**src/rtl/pclk_pkg.sv**
```systemverilog
package pclk_pkg;

    typedef enum logic [1:0] {
        ST_LOW  = 2'd0,
        ST_HIGH = 2'd1,
        ST_HALT = 2'd2,
        ST_DROP = 2'd3
    } pclk_state_e;

endpackage

```
**src/rtl/pclk_phase_timer.sv**
```systemverilog
module pclk_phase_timer #(
    parameter int HALF_CYC = 2
) (
    input  logic clk_ref,
    input  logic rst_n,
    input  logic run,
    output logic phase_end
);
    localparam int CW = (HALF_CYC > 1) ? $clog2(HALF_CYC) : 1;
    localparam logic [CW-1:0] LAST = CW'(HALF_CYC - 1);

    logic [CW-1:0] cnt_q;

    assign phase_end = run && (cnt_q == LAST);

    always_ff @(posedge clk_ref) begin
        if (!rst_n || !run) begin
            cnt_q <= '0;
        end else if (phase_end) begin
            cnt_q <= '0;
        end else begin
            cnt_q <= cnt_q + 1'b1;
        end
    end
endmodule

```
**src/rtl/pclk_rr_arb.sv**
```systemverilog
module pclk_rr_arb #(
    parameter int N_SRC = 2,
    localparam int IW = (N_SRC > 1) ? $clog2(N_SRC) : 1
) (
    input  logic             clk_ref,
    input  logic             rst_n,
    input  logic [N_SRC-1:0] req,
    input  logic             take,
    output logic [IW-1:0]    gnt_idx,
    output logic             any_req
);
    logic [IW-1:0] ptr_q;

    always_comb begin
        gnt_idx = '0;
        any_req = 1'b0;
        for (int i = N_SRC - 1; i >= 0; i--) begin
            if (req[(int'(ptr_q) + i) % N_SRC]) begin
                gnt_idx = IW'((int'(ptr_q) + i) % N_SRC);
                any_req = 1'b1;
            end
        end
    end

    always_ff @(posedge clk_ref) begin
        if (!rst_n) begin
            ptr_q <= '0;
        end else if (take) begin
            ptr_q <= (int'(gnt_idx) == N_SRC - 1) ? '0 : gnt_idx + 1'b1;
        end
    end
endmodule

```
**src/rtl/pclk_mutex.sv**
```systemverilog
module pclk_mutex (
    input  logic phase_end,
    input  logic want_pause,
    output logic tick,
    output logic pause
);
    always_comb begin
        tick  = 1'b0;
        pause = 1'b0;
        if (phase_end) begin
            if (want_pause) begin
                pause = 1'b1;
            end else begin
                tick = 1'b1;
            end
        end
    end
endmodule

```
**src/rtl/pclk_xfer_ctrl.sv**
```systemverilog
module pclk_xfer_ctrl
    import pclk_pkg::*;
#(
    parameter int HALF_CYC = 2,
    parameter int N_SRC    = 2,
    parameter int DATA_W   = 8
) (
    input  logic                      clk_ref,
    input  logic                      rst_n,
    input  logic [N_SRC-1:0]          snd_req,
    input  logic [N_SRC*DATA_W-1:0]   snd_data,
    output logic [N_SRC-1:0]          snd_ack,
    output logic                      lclk,
    output logic                      lclk_en,
    output logic [DATA_W-1:0]         rx_data,
    output logic                      rx_valid
);
    localparam int IW = (N_SRC > 1) ? $clog2(N_SRC) : 1;

    pclk_state_e         state_q, state_d;
    logic [IW-1:0]       gnt_q;
    logic [IW-1:0]       arb_idx;
    logic                arb_any;
    logic [DATA_W-1:0]   hold_q;
    logic                pend_q;
    logic                running;
    logic                phase_end;
    logic                tick;
    logic                pause;

    assign running = (state_q == ST_LOW) || (state_q == ST_HIGH);

    pclk_phase_timer #(.HALF_CYC(HALF_CYC)) u_timer (
        .clk_ref   (clk_ref),
        .rst_n     (rst_n),
        .run       (running),
        .phase_end (phase_end)
    );

    pclk_rr_arb #(.N_SRC(N_SRC)) u_arb (
        .clk_ref (clk_ref),
        .rst_n   (rst_n),
        .req     (snd_req),
        .take    (pause),
        .gnt_idx (arb_idx),
        .any_req (arb_any)
    );

    pclk_mutex u_mutex (
        .phase_end  (phase_end),
        .want_pause (arb_any && !pend_q),
        .tick       (tick),
        .pause      (pause)
    );

    // next-state logic
    always_comb begin
        state_d = state_q;
        unique case (state_q)
            ST_LOW: begin
                if (pause)     state_d = ST_HALT;
                else if (tick) state_d = ST_HIGH;
            end
            ST_HIGH: begin
                if (pause)     state_d = ST_HALT;
                else if (tick) state_d = ST_LOW;
            end
            ST_HALT: begin
                if (!snd_req[gnt_q]) state_d = ST_DROP;
            end
            ST_DROP: state_d = ST_LOW;
            default: state_d = ST_LOW;
        endcase
    end

    // state register and datapath registers
    always_ff @(posedge clk_ref) begin
        if (!rst_n) begin
            state_q <= ST_LOW;
            gnt_q   <= '0;
            hold_q  <= '0;
            pend_q  <= 1'b0;
        end else begin
            state_q <= state_d;
            if (pause) begin
                gnt_q <= arb_idx;
            end
            if (state_q == ST_HALT) begin
                hold_q <= snd_data[int'(gnt_q)*DATA_W +: DATA_W];
            end
            if (state_q == ST_DROP) begin
                pend_q <= 1'b1;
            end else if (lclk_en) begin
                pend_q <= 1'b0;
            end
        end
    end

    // outputs
    always_comb begin
        snd_ack = '0;
        if (state_q == ST_HALT) begin
            snd_ack[gnt_q] = 1'b1;
        end
        lclk     = (state_q == ST_HIGH);
        lclk_en  = (state_q == ST_LOW) && tick;
        rx_valid = lclk_en && pend_q;
        rx_data  = hold_q;
    end
endmodule

```
**config.mk**
```make
export PLATFORM = sky130hd
export DESIGN_NAME = pclk_xfer_ctrl
export DESIGN_NICKNAME = d
export VERILOG_FILES = /design/src/rtl/pclk_pkg.sv /design/src/rtl/pclk_phase_timer.sv /design/src/rtl/pclk_rr_arb.sv /design/src/rtl/pclk_mutex.sv /design/src/rtl/pclk_xfer_ctrl.sv
export SDC_FILE = /design/constraint.sdc
export NUM_CORES = 1
export LEC_CHECK = 0
export BUFFER_PORTS_ARGS = -buffer_cell sky130_fd_sc_hd__buf_4
export CAP_MARGIN = 20
export CORE_UTILIZATION = 40
export CTS_CLUSTER_DIAMETER = 150
export DETAILED_ROUTE_END_ITERATION = 7
export GPL_TIMING_DRIVEN = 0
export PLACE_DENSITY = 0.7
export SLEW_MARGIN = 20
export SYNTH_ARGS = -nofsm -noshare
export SYNTH_HDL_FRONTEND = slang
export SYNTH_SLANG_ARGS = --single-unit
```
**constraint.sdc**
```tcl
create_clock -name clk_ref -period 3 [get_ports clk_ref]
set_input_delay 0.3 -clock clk_ref [delete_from_list [all_inputs] [get_ports clk_ref]]
set_output_delay 0.3 -clock clk_ref [all_outputs]
set_load 0.05 [all_outputs]
```
==> results of run 1 <==
==> cell families after synthesis <==
group                  after synthesis
AOI/OAI and AO/OA                   19
muxes                                9
and+or+nand+nor                     23
DFF                                 14
buffers and inverters                6
==> placed cells by master, fill, tap and decap left out, drive strengths merged, types with 2 or more instances in the layout <==
| cell | instances |
|---|---|
| dfxtp | 14 |
| o21a | 2 |
| a21oi | 4 |
| and2 | 2 |
| a211oi | 8 |
| clkbuf | 5 |
| o21ai | 2 |
| mux2i | 9 |
| buf | 36 |
| nor2 | 12 |
| nor3b | 2 |
| nor2b | 2 |
| nand2b | 2 |
==> flip-flops by register name (all words and copies together), names as in the netlist <==
name / flops
state_q: 2
u_arb.ptr_q: 1
pend_q: 1
u_timer.cnt_q: 1
gnt_q: 1
rx_data: 8
==> critical path: stages, from the launching register on <==
cell     delay (ps)
dfxtp_1         330
buf_6           130
nor2b_4         140
buf_6           140
buf_12          130
and2_1          120
buf_4           190
==> layout make-up <==
| type | instances | area [µm²] |
|---|---|---|
| fill | 142 | 579 |
| multi-input combinational | 51 | 363 |
| sequential | 14 | 280 |
| timing repair buffer | 32 | 240 |
| buffer | 5 | 53.8 |
| clock buffer | 4 | 36.3 |
| tap | 16 | 20.0 |
| inverter | 1 | 3.75 |
==> cell usage after synthesis <==
| master | n | area, µm² |
|---|---|---|
| dfxtp_1 | 14 | 280 |
| nor2_1 | 11 | 41.3 |
| mux2i_1 | 9 | 90.1 |
| a211oi_1 | 7 | 52.6 |
| a21oi_1 | 4 | 20.0 |
| and2_1 | 2 | 12.5 |
| buf_6 | 2 | 22.5 |
| nand2b_1 | 2 | 12.5 |
| o21a_1 | 2 | 15.0 |
| o21ai_0 | 2 | 10.0 |
| a211oi_2 | 1 | 12.5 |
| a22o_1 | 1 | 8.76 |
| a311oi_1 | 1 | 8.76 |
| a41o_1 | 1 | 10.0 |
| buf_12 | 1 | 20.0 |
| buf_4 | 1 | 7.51 |
| clkbuf_1 | 1 | 3.75 |
| inv_1 | 1 | 3.75 |
| nand2_1 | 1 | 3.75 |
| nor2_2 | 1 | 6.26 |
| nor2b_1 | 1 | 6.26 |
| nor2b_4 | 1 | 13.8 |
| nor3_1 | 1 | 5.00 |
| nor3b_1 | 1 | 7.51 |
| nor3b_4 | 1 | 18.8 |
| or2b_1 | 1 | 7.51 |
==> final timing paths <==
kind	end	slack (ps)	start
min	u_arb.ptr_q	250	snd_req[1]
max	snd_ack[1]	1250	state_q[1]
min reg2reg	u_arb.ptr_q	480	u_arb.ptr_q
max reg2reg	state_q[0]	1840	state_q[1]
==> routing by layer <==
metal  wire length [µm]  up-vias
met2                645       23
met3                 87        2
met1                659      277
met5                  0        -
li1                   -      329
met4                  5        0
==> per-stage QoR <==
step	total power [mW]	utilization	hold WS, ps	cell area, µm²	std cells
5_1_grt	0.573	0.633	251	997	123
3_5_place_dp	0.414	0.610	458	961	119
4_1_cts	0.548	0.633	244	997	123
6_report	0.544	0.633	246	997	123
3_3_place_gp	0.412	0.610	460	961	119
2_1_floorplan	0.355	-	412	701	71
==> power by group through the flow <==
stage / sequential [mW] / combinational (mW) / clock (mW)
floorplan: 0.264 / 0.0906 / 0
global placement: 0.222 / 0.190 / 0
detailed placement: 0.223 / 0.191 / 0
CTS: 0.219 / 0.192 / 0.137
global route: 0.222 / 0.204 / 0.147
finish: 0.219 / 0.190 / 0.136
==> key figures, run 1 <==
Outcome
  • Status: finished clean

Logic synthesis
  • Synth Net Count: 91
  • Complex-gate fraction of the synthesized area: 0.196
  • Post-synthesis xor/xnor area fraction: 0
  • Unique masters post-synth: 26
  • Multiplexer area fraction after synthesis: 0.129
  • Synth Warn #: 0
  • Register bit count reported by yosys: 14
  • Cell count after synthesis: 71
  • Seq/Total Area, Yosys: 0.400
  • Post-synthesis cell area: approximately 700 µm²
  • Synthesized area per cell: around 9.9 µm²
  • Largest family of logic cells by synthesized area: compound AO/OA/AOI/OAI gates
  • Post-Synth Simple-Gate Area: 0.193
  • Adder-cell share of the synthesized area: 0

Timing
  • Rel. slew slack: 0.658
  • Final setup viols: 0
  • Final Hold Fails: 0
  • Period utilization: 0.585
  • Setup TNS: 0 ps
  • Worst-Margin Slew: between 500 and 600 ps
  • Setup WS post-layout: 1250 ps
  • Post-layout minimum cycle time: 1750 ps
  • Fmax: ~570 MHz
  • Final clock skew: 1.63 ps
  • Slew Viols, Final: 0
  • Unrepaired setup endpoints after global routing: false

Clock network
  • Max Buffers Root-to-Sink: 2
  • Post_cts resized: 0
  • Setup Buffers After CTS: 0
  • TritonCTS sink count: 14
  • Htree depth: 1
  • CTS tree: built
  • Root Buffer: clkbuf_4
  • Clock Pin Slew Worst Setup and Hold Paths: 90 ps
  • Worst-Skew Late Latency: 270 ps
  • Hold Buf Count CTS: 0
  • CTS Buf Count: 3

Drt
  • Pre-antenna DRT Iters: 3
  • Residual DRC: 0
  • Iter 0 DRT Violations: 3
  • Post-Route WL: 1400 µm
  • Avg WL per Cell: 11.4 µm
  • Vias: 631
  • Via density: 5.13
  • Post-DRT Antenna Nets: 0

Power and ir drop
  • Switching share of power: 0.338
  • Sw Pwr: 0.184 mW
  • VDD IR max: 310 µV
  • Logic pwr share: 0.348
  • Clock power share: 0.250
  • Internal power: 0.360 mW
  • Leakage: 0.431 nW
  • Sequential Power Share: 0.402
  • PD cells: 545 mW/mm²

Die
  • Die area: 0.00192 mm²
  • Die Height: 43.9 µm
  • Core area: between 0.0015 and 0.002 mm²
  • FP Rows: 14
  • Die W: 43.9 µm
  • Starting Density: 0.444
  • # IOs: 33

Global route
  • Initial antenna violation count: 0
  • Global-route wire length before repair: 2390 µm
  • Global Route met2 Usage: 0.272
  • Gr busiest metal: met2
  • Global-route track usage on met3: 0.0250
  • GR Util met1: 0.214
  • Total global-route track usage: 0.163
  • Number of global-route vias before repair: 577
  • Largest net degree at the start of global routing: 11
  • GRT overflow: 0

Placement
  • PortBufs: 32
  • Dpl ws: 1550 ps
  • Routability cong.: about 0.75
  • HPWL after DPL: 1060 µm

Worst setup path
  • Crit path DAT: 1450 ps
  • Critical path type: reg2out
  • Worst Reg-to-Reg Cells: 5
  • Critical Path End Type: output port
  • Crit Path Max Fanout: 10
  • Worst EP required: 2700 ps
  • CP startpoint kind: flip-flop

Final layout
  • Layout net count: 128
  • # diodes: 0
  • Area grow syn2layout: 42.3%
  • Share of layout cells above drive strength 1: 0.411

Run
  • Max-cap violations: 0

Worst hold path
  • Hold WC Path Type: in2reg
  • Hold path depth: 2
Note: power is estimated with default switching activity, not from simulation.
==> run 2: changes to the inputs <==
--- a/config.mk
+++ b/config.mk
@@ -11,7 +11,7 @@
 export CTS_CLUSTER_DIAMETER = 150
 export DETAILED_ROUTE_END_ITERATION = 7
 export GPL_TIMING_DRIVEN = 0
-export PLACE_DENSITY = 0.7
+export PLACE_DENSITY = 0.73
 export SLEW_MARGIN = 20
 export SYNTH_ARGS = -nofsm -noshare
 export SYNTH_HDL_FRONTEND = slang
==> constraint.sdc (replaced) <==
create_clock -name clk_ref -period 1.55 [get_ports clk_ref]
set_input_delay 0.155 -clock clk_ref [delete_from_list [all_inputs] [get_ports clk_ref]]
set_output_delay 0.155 -clock clk_ref [all_outputs]
set_load 0.05 [all_outputs]
==> key figures, run 2 (synthesis results as in run 1) <==
Clock network
  • CTS Buf Count: 3
  • TritonCTS sink count: 14
  • Clock Pin Slew Worst Setup and Hold Paths: approximately 90 ps
  • Max Buffers Root-to-Sink: 2
  • CTS tree: built
  • Root Buffer: clkbuf_4
  • Hold Buf Count CTS: 0
  • Htree depth: 1
  • Worst-Skew Late Latency: 270 ps

Final layout
  • Most frequent cells in the layout: 35 x buf_4, 13 x dfxtp_1, 11 x nor2_1
  • Area grow syn2layout: 45.0%
  • # diodes: 0
  • Footprint of the multi-input gates: 370 µm²
  • Most common cell after layout, fill and taps aside: buf_4
  • Share of layout cells above drive strength 1: 0.450
  • Reg area: 282 µm²
  • Max FFs per register: 8
  • Layout net count: 130
  • Post-route design area: 0.00102 mm²
  • Layout fillers: 142
  • Fin cells: around 130

Global route
  • Initial antenna violation count: 0
  • Global-route wire length before repair: 2400 µm
  • Total global-route track usage: 0.172
  • Largest net degree at the start of global routing: 12
  • GRT overflow: 0
  • Number of global-route vias before repair: 582

Die
  • Core area: 0.00158 mm²
  • Die Height: between 40 and 50 µm
  • # IOs: 33
  • FP Rows: 14
  • Die W: 43.9 µm
  • Die area: 0.00192 mm²
  • Starting Density: 0.444

Timing
  • Setup TNS: 0 ps
  • Final setup viols: 0
  • Setup WS post-layout: 104 ps
  • Final clock skew: 2.10 ps
  • Slew Viols, Final: 0
  • Worst-Margin Slew: 483 ps
  • Rel. slew slack: 0.678
  • Period utilization: 0.933
  • Fmax: between 600 and 700 MHz
  • Post-layout minimum cycle time: roughly 1400 ps
  • Final Hold Fails: 0
  • Unrepaired setup endpoints after global routing: false

Placement
  • HPWL after DPL: 1050 µm
  • Placed cell areas: 961 µm²
  • PortBufs: 32
  • Routability cong.: 0.742
  • Inst Count DP: 119
  • Dpl ws: 229 ps

Drt
  • Vias: between 600 and 700
  • Post-Route WL: 1500 µm
  • Iter 0 DRT Violations: 9
  • Via density: 5.19
  • Pre-antenna DRT Iters: 5
  • Avg WL per Cell: 12.0 µm
  • Post-DRT Antenna Nets: 0
  • Residual DRC: 0

Power and ir drop
  • Sequential Power Share: 0.402
  • Sw Pwr: 0.358 mW
  • Switching share of power: 0.338
  • Logic pwr share: 0.352
  • Leakage: 0.445 nW
  • VDD IR max: 536 µV
  • Final Power: 1.06 mW
  • Clock power share: 0.246
  • Internal power: 0.699 mW
  • PD cells: between 1000 and 1500 mW/mm²

Worst setup path
  • Most used cell, CP: buf_6
  • Slowest CP cell: dfxtp_2
  • Worst path bufs/invs: 3
  • Top delay family on crit path: buffers and inverters
  • Critical Path End Type: output port
  • Crit Path Max Fanout: 11
  • Worst EP required: 1390 ps
  • Critical path type: reg2out
  • CP peak stage delay: 330 ps
  • CP startpoint kind: flip-flop
  • Crit path DAT: 1290 ps
  • Worst path cell trace: buf_6 > nor2b_4 > buf_6 > and2_4 > buf_8

Outcome
  • Status: finished clean

Worst hold path
  • Hold WC Path Type: in2reg

Run
  • Max-cap violations: 0
run 2: changes by cell type in the layout (fill, tap and decap cells not counted):
cell	previous run	this run
nor3b_2	0	1
dfxtp_1	14	13
buf_12	1	0
dfxtp_2	0	1
buf_8	0	1
buf_4	33	35
and2_1	2	1
and2_4	0	1
nor3b_1	1	0
run 2: path summary, 6_finish.rpt:
| kind | startpoint | to | slack [ps] | cells past startpoint |
|---|---|---|---|---|
| max | state_q[1] | snd_ack[1] | 100 | 5 |
| min | snd_req[1] | u_arb.ptr_q | 100 | 2 |
| max reg2reg | state_q[1] | state_q[0] | 220 | 6 |
| min reg2reg | u_arb.ptr_q | u_arb.ptr_q | 470 | 1 |
run 2: power by group through the flow:
stage               combinational, mW  sequential [mW]  clock [mW]
floorplan                       0.175            0.512           0
global placement                0.367            0.430           0
detailed placement              0.372            0.431           0
CTS                             0.374            0.424       0.267
global route                    0.398            0.430       0.285
finish                          0.372            0.425       0.260
run 2: stage by stage:
| step | hold slack, ps | util |
|---|---|---|
| final | 102 | 0.644 |
| after floorplan | 267 | - |
| after global placement | 391 | 0.610 |
| after CTS | 93.5 | 0.641 |
| after global routing | 104 | 0.644 |
| after detailed placement | 397 | 0.610 |
run 2: metal layers:
layer	global-route usage	routed length, µm	up-vias
met4	0.0727	0	0
met2	0.275	722	25
met3	0.0667	117	0
met5	0	0	-
met1	0.207	664	291
li1	-	-	333
run 2: area by class of cell:
type / instances / area share
multi-input cells: 51 / 0.365
plain buffers: 4 / 0.0333
inverters: 1 / 0.00369
well taps: 16 / 0.0197
repair buffers: 35 / 0.266
flip-flops and latches: 14 / 0.277
clock buffers: 4 / 0.0357
run 2: what timing repair did:
action | in CTS | in global routing
resized for setup | 4 | 1
setup endpoints to repair | 1 | 2
buffers inserted | 3 | 0
==> run 3: changes to the inputs <==
--- a/config.mk
+++ b/config.mk
@@ -7,11 +7,13 @@
 export LEC_CHECK = 0
 export BUFFER_PORTS_ARGS = -buffer_cell sky130_fd_sc_hd__buf_4
 export CAP_MARGIN = 20
-export CORE_UTILIZATION = 40
+export CELL_PAD_IN_SITES_DETAIL_PLACEMENT = 1
+export CELL_PAD_IN_SITES_GLOBAL_PLACEMENT = 1
+export CORE_UTILIZATION = 34
 export CTS_CLUSTER_DIAMETER = 150
 export DETAILED_ROUTE_END_ITERATION = 7
 export GPL_TIMING_DRIVEN = 0
-export PLACE_DENSITY = 0.73
+export PLACE_DENSITY_LB_ADDON = 0.1
 export SLEW_MARGIN = 20
 export SYNTH_ARGS = -nofsm -noshare
 export SYNTH_HDL_FRONTEND = slang
==> constraint.sdc (replaced) <==
create_clock -name clk_ref -period 1.8 [get_ports clk_ref]
set_input_delay 0.18 -clock clk_ref [delete_from_list [all_inputs] [get_ports clk_ref]]
set_output_delay 0.18 -clock clk_ref [all_outputs]
set_load 0.05 [all_outputs]
==> key figures, run 3 (synthesis results as in run 1) <==
Outcome
  • Status: finished, violations left
  • Failing checks: DRC

Timing
  • Worst-Margin Slew: 512 ps
  • Final clock skew: between 8 and 9 ps
  • Setup TNS: 0 ps
  • Post-layout minimum cycle time: 1680 ps
  • Slew Viols, Final: 0
  • Fmax: 595 MHz
  • Final Hold Fails: 0
  • Period utilization: 0.934
  • Unrepaired setup endpoints after global routing: false
  • Final setup viols: 0
  • Rel. slew slack: 0.659

Worst setup path
  • Setup slack on the worst flop-to-flop path: ~610 ps
  • Critical Path End Type: output port
  • CP startpoint kind: flip-flop
  • Crit path DAT: 1500 ps
  • Worst EP required: ~1600 ps
  • Critical path type: reg2out
  • Worst reg2reg endpoint: rx_data[7]
  • Crit Path Max Fanout: 10
  • Reg2reg start: state_q[1]
  • Worst Reg-to-Reg Cells: 6

Final layout
  • Max FFs per register: 8
  • Most frequent cells in the layout: 33 x buf_4, 14 x dfxtp_1, 11 x nor2_1
  • Footprint of the multi-input gates: 363 µm²
  • Most common cell after layout, fill and taps aside: buf_4
  • Share of layout cells above drive strength 1: 0.411
  • Layout net count: 128
  • Fin cells: 134
  • Reg area: 280 µm²
  • # diodes: 0
  • Layout fillers: 248
  • Area grow syn2layout: 44.3%

Die
  • Die Height: around 47 µm
  • # IOs: 33
  • Die area: between 0.002 and 0.0025 mm²
  • Core area: a little under 0.002 mm²
  • FP Rows: 16
  • Starting Density: 0.361
  • Die W: 47.4 µm

Placement
  • Inst Count DP: 130
  • PortBufs: 32
  • Routability cong.: approximately 0.68
  • HPWL after DPL: 1310 µm

Clock network
  • Max Buffers Root-to-Sink: 2
  • CTS tree: built
  • Clock Pin Slew Worst Setup and Hold Paths: ~90 ps
  • TritonCTS sink count: 14
  • Hold Buf Count CTS: 0
  • Worst-Skew Late Latency: 270 ps
  • Post_cts resized: 0
  • Htree depth: 1
  • Root Buffer: clkbuf_4
  • CTS Buf Count: 3
  • Setup Buffers After CTS: 0

Power and ir drop
  • Switching share of power: 0.342
  • Sequential Power Share: 0.400
  • Logic pwr share: 0.353
  • Internal power: ~0.60 mW
  • PD cells: 903 mW/mm²
  • VDD IR max: 496 µV
  • Clock power share: 0.247
  • Sw Pwr: 0.312 mW
  • Leakage: ~0.43 nW

Drt
  • Iter 0 DRT Violations: 3
  • Residual DRC: 1
  • Vias: 655
  • Via density: 4.89
  • Pre-antenna DRT Iters: 6
  • Post-DRT Antenna Nets: 0
  • Post-Route WL: 1700 µm
  • Avg WL per Cell: 12.7 µm

Run
  • Max-cap violations: 0

Global route
  • Largest net degree at the start of global routing: 11
  • Initial antenna violation count: 0
  • Global-route wire length before repair: 2630 µm
  • GRT overflow: 0
  • Total global-route track usage: 0.170
  • Number of global-route vias before repair: 592

Worst hold path
  • Hold_sp: snd_req[1]
  • Hold path endpoint: u_arb.ptr_q
  • Hold WC Path Type: in2reg
  • Hold path depth: 2
## run 3: per-layer routing
layer	vias to the layer above	routed length, µm	global-route usage
met4	0	12	0.0343
li1	327	-	-
met3	2	56	0.0346
met2	16	884	0.293
met5	-	0	0
met1	310	748	0.218
## run 3: through the flow
stage          utilization  hold WS [ps]  total power, mW  area (µm²)  worst slack [ps]
3_3_place_gp         0.502           424            0.689         975               464
5_1_grt              0.521           126            0.962        1010              36.7
6_report             0.521           131            0.912        1010               120
4_1_cts              0.521           134            0.923        1010               102
3_5_place_dp         0.502           430            0.697         975               414
2_1_floorplan            -           292            0.592         701               308
## run 3: worst max path at each step
stage / startpoint / to / slack (ps) / cells past startpoint
floorplan: state_q[1] / snd_ack[0] / 310 / 3
global placement: state_q[1] / snd_ack[1] / 460 / 6
detailed placement: state_q[1] / snd_ack[1] / 410 / 6
CTS: state_q[1] / snd_ack[1] / 100 / 6
global route: state_q[1] / snd_ack[1] / 40 / 6
finish: state_q[1] / snd_ack[1] / 120 / 6
## run 3: power groups by stage
stage | registers, mW | clock network, mW | logic, mW
after floorplan | 0.441 | 0 | 0.151
after global placement | 0.371 | 0 | 0.318
after detailed placement | 0.372 | 0 | 0.325
after CTS | 0.365 | 0.232 | 0.326
after global routing | 0.369 | 0.248 | 0.345
final | 0.365 | 0.225 | 0.322
## run 3: cell type report
type                            instances  area share
Tap cell                               27      0.0334
Buffer                                  5      0.0532
Multi-Input combinational cell         51       0.359
Timing Repair Buffer                   32       0.238
Clock buffer                            4      0.0359
Sequential cell                        14       0.277
Inverter                                1     0.00371
## run 3: worst max-delay path, stage by stage, from the launching register on
cell     delay (ps)
dfxtp_1         340
buf_6           130
nor2b_4         140
buf_6           140
buf_12          130
and2_1          130
buf_4           200
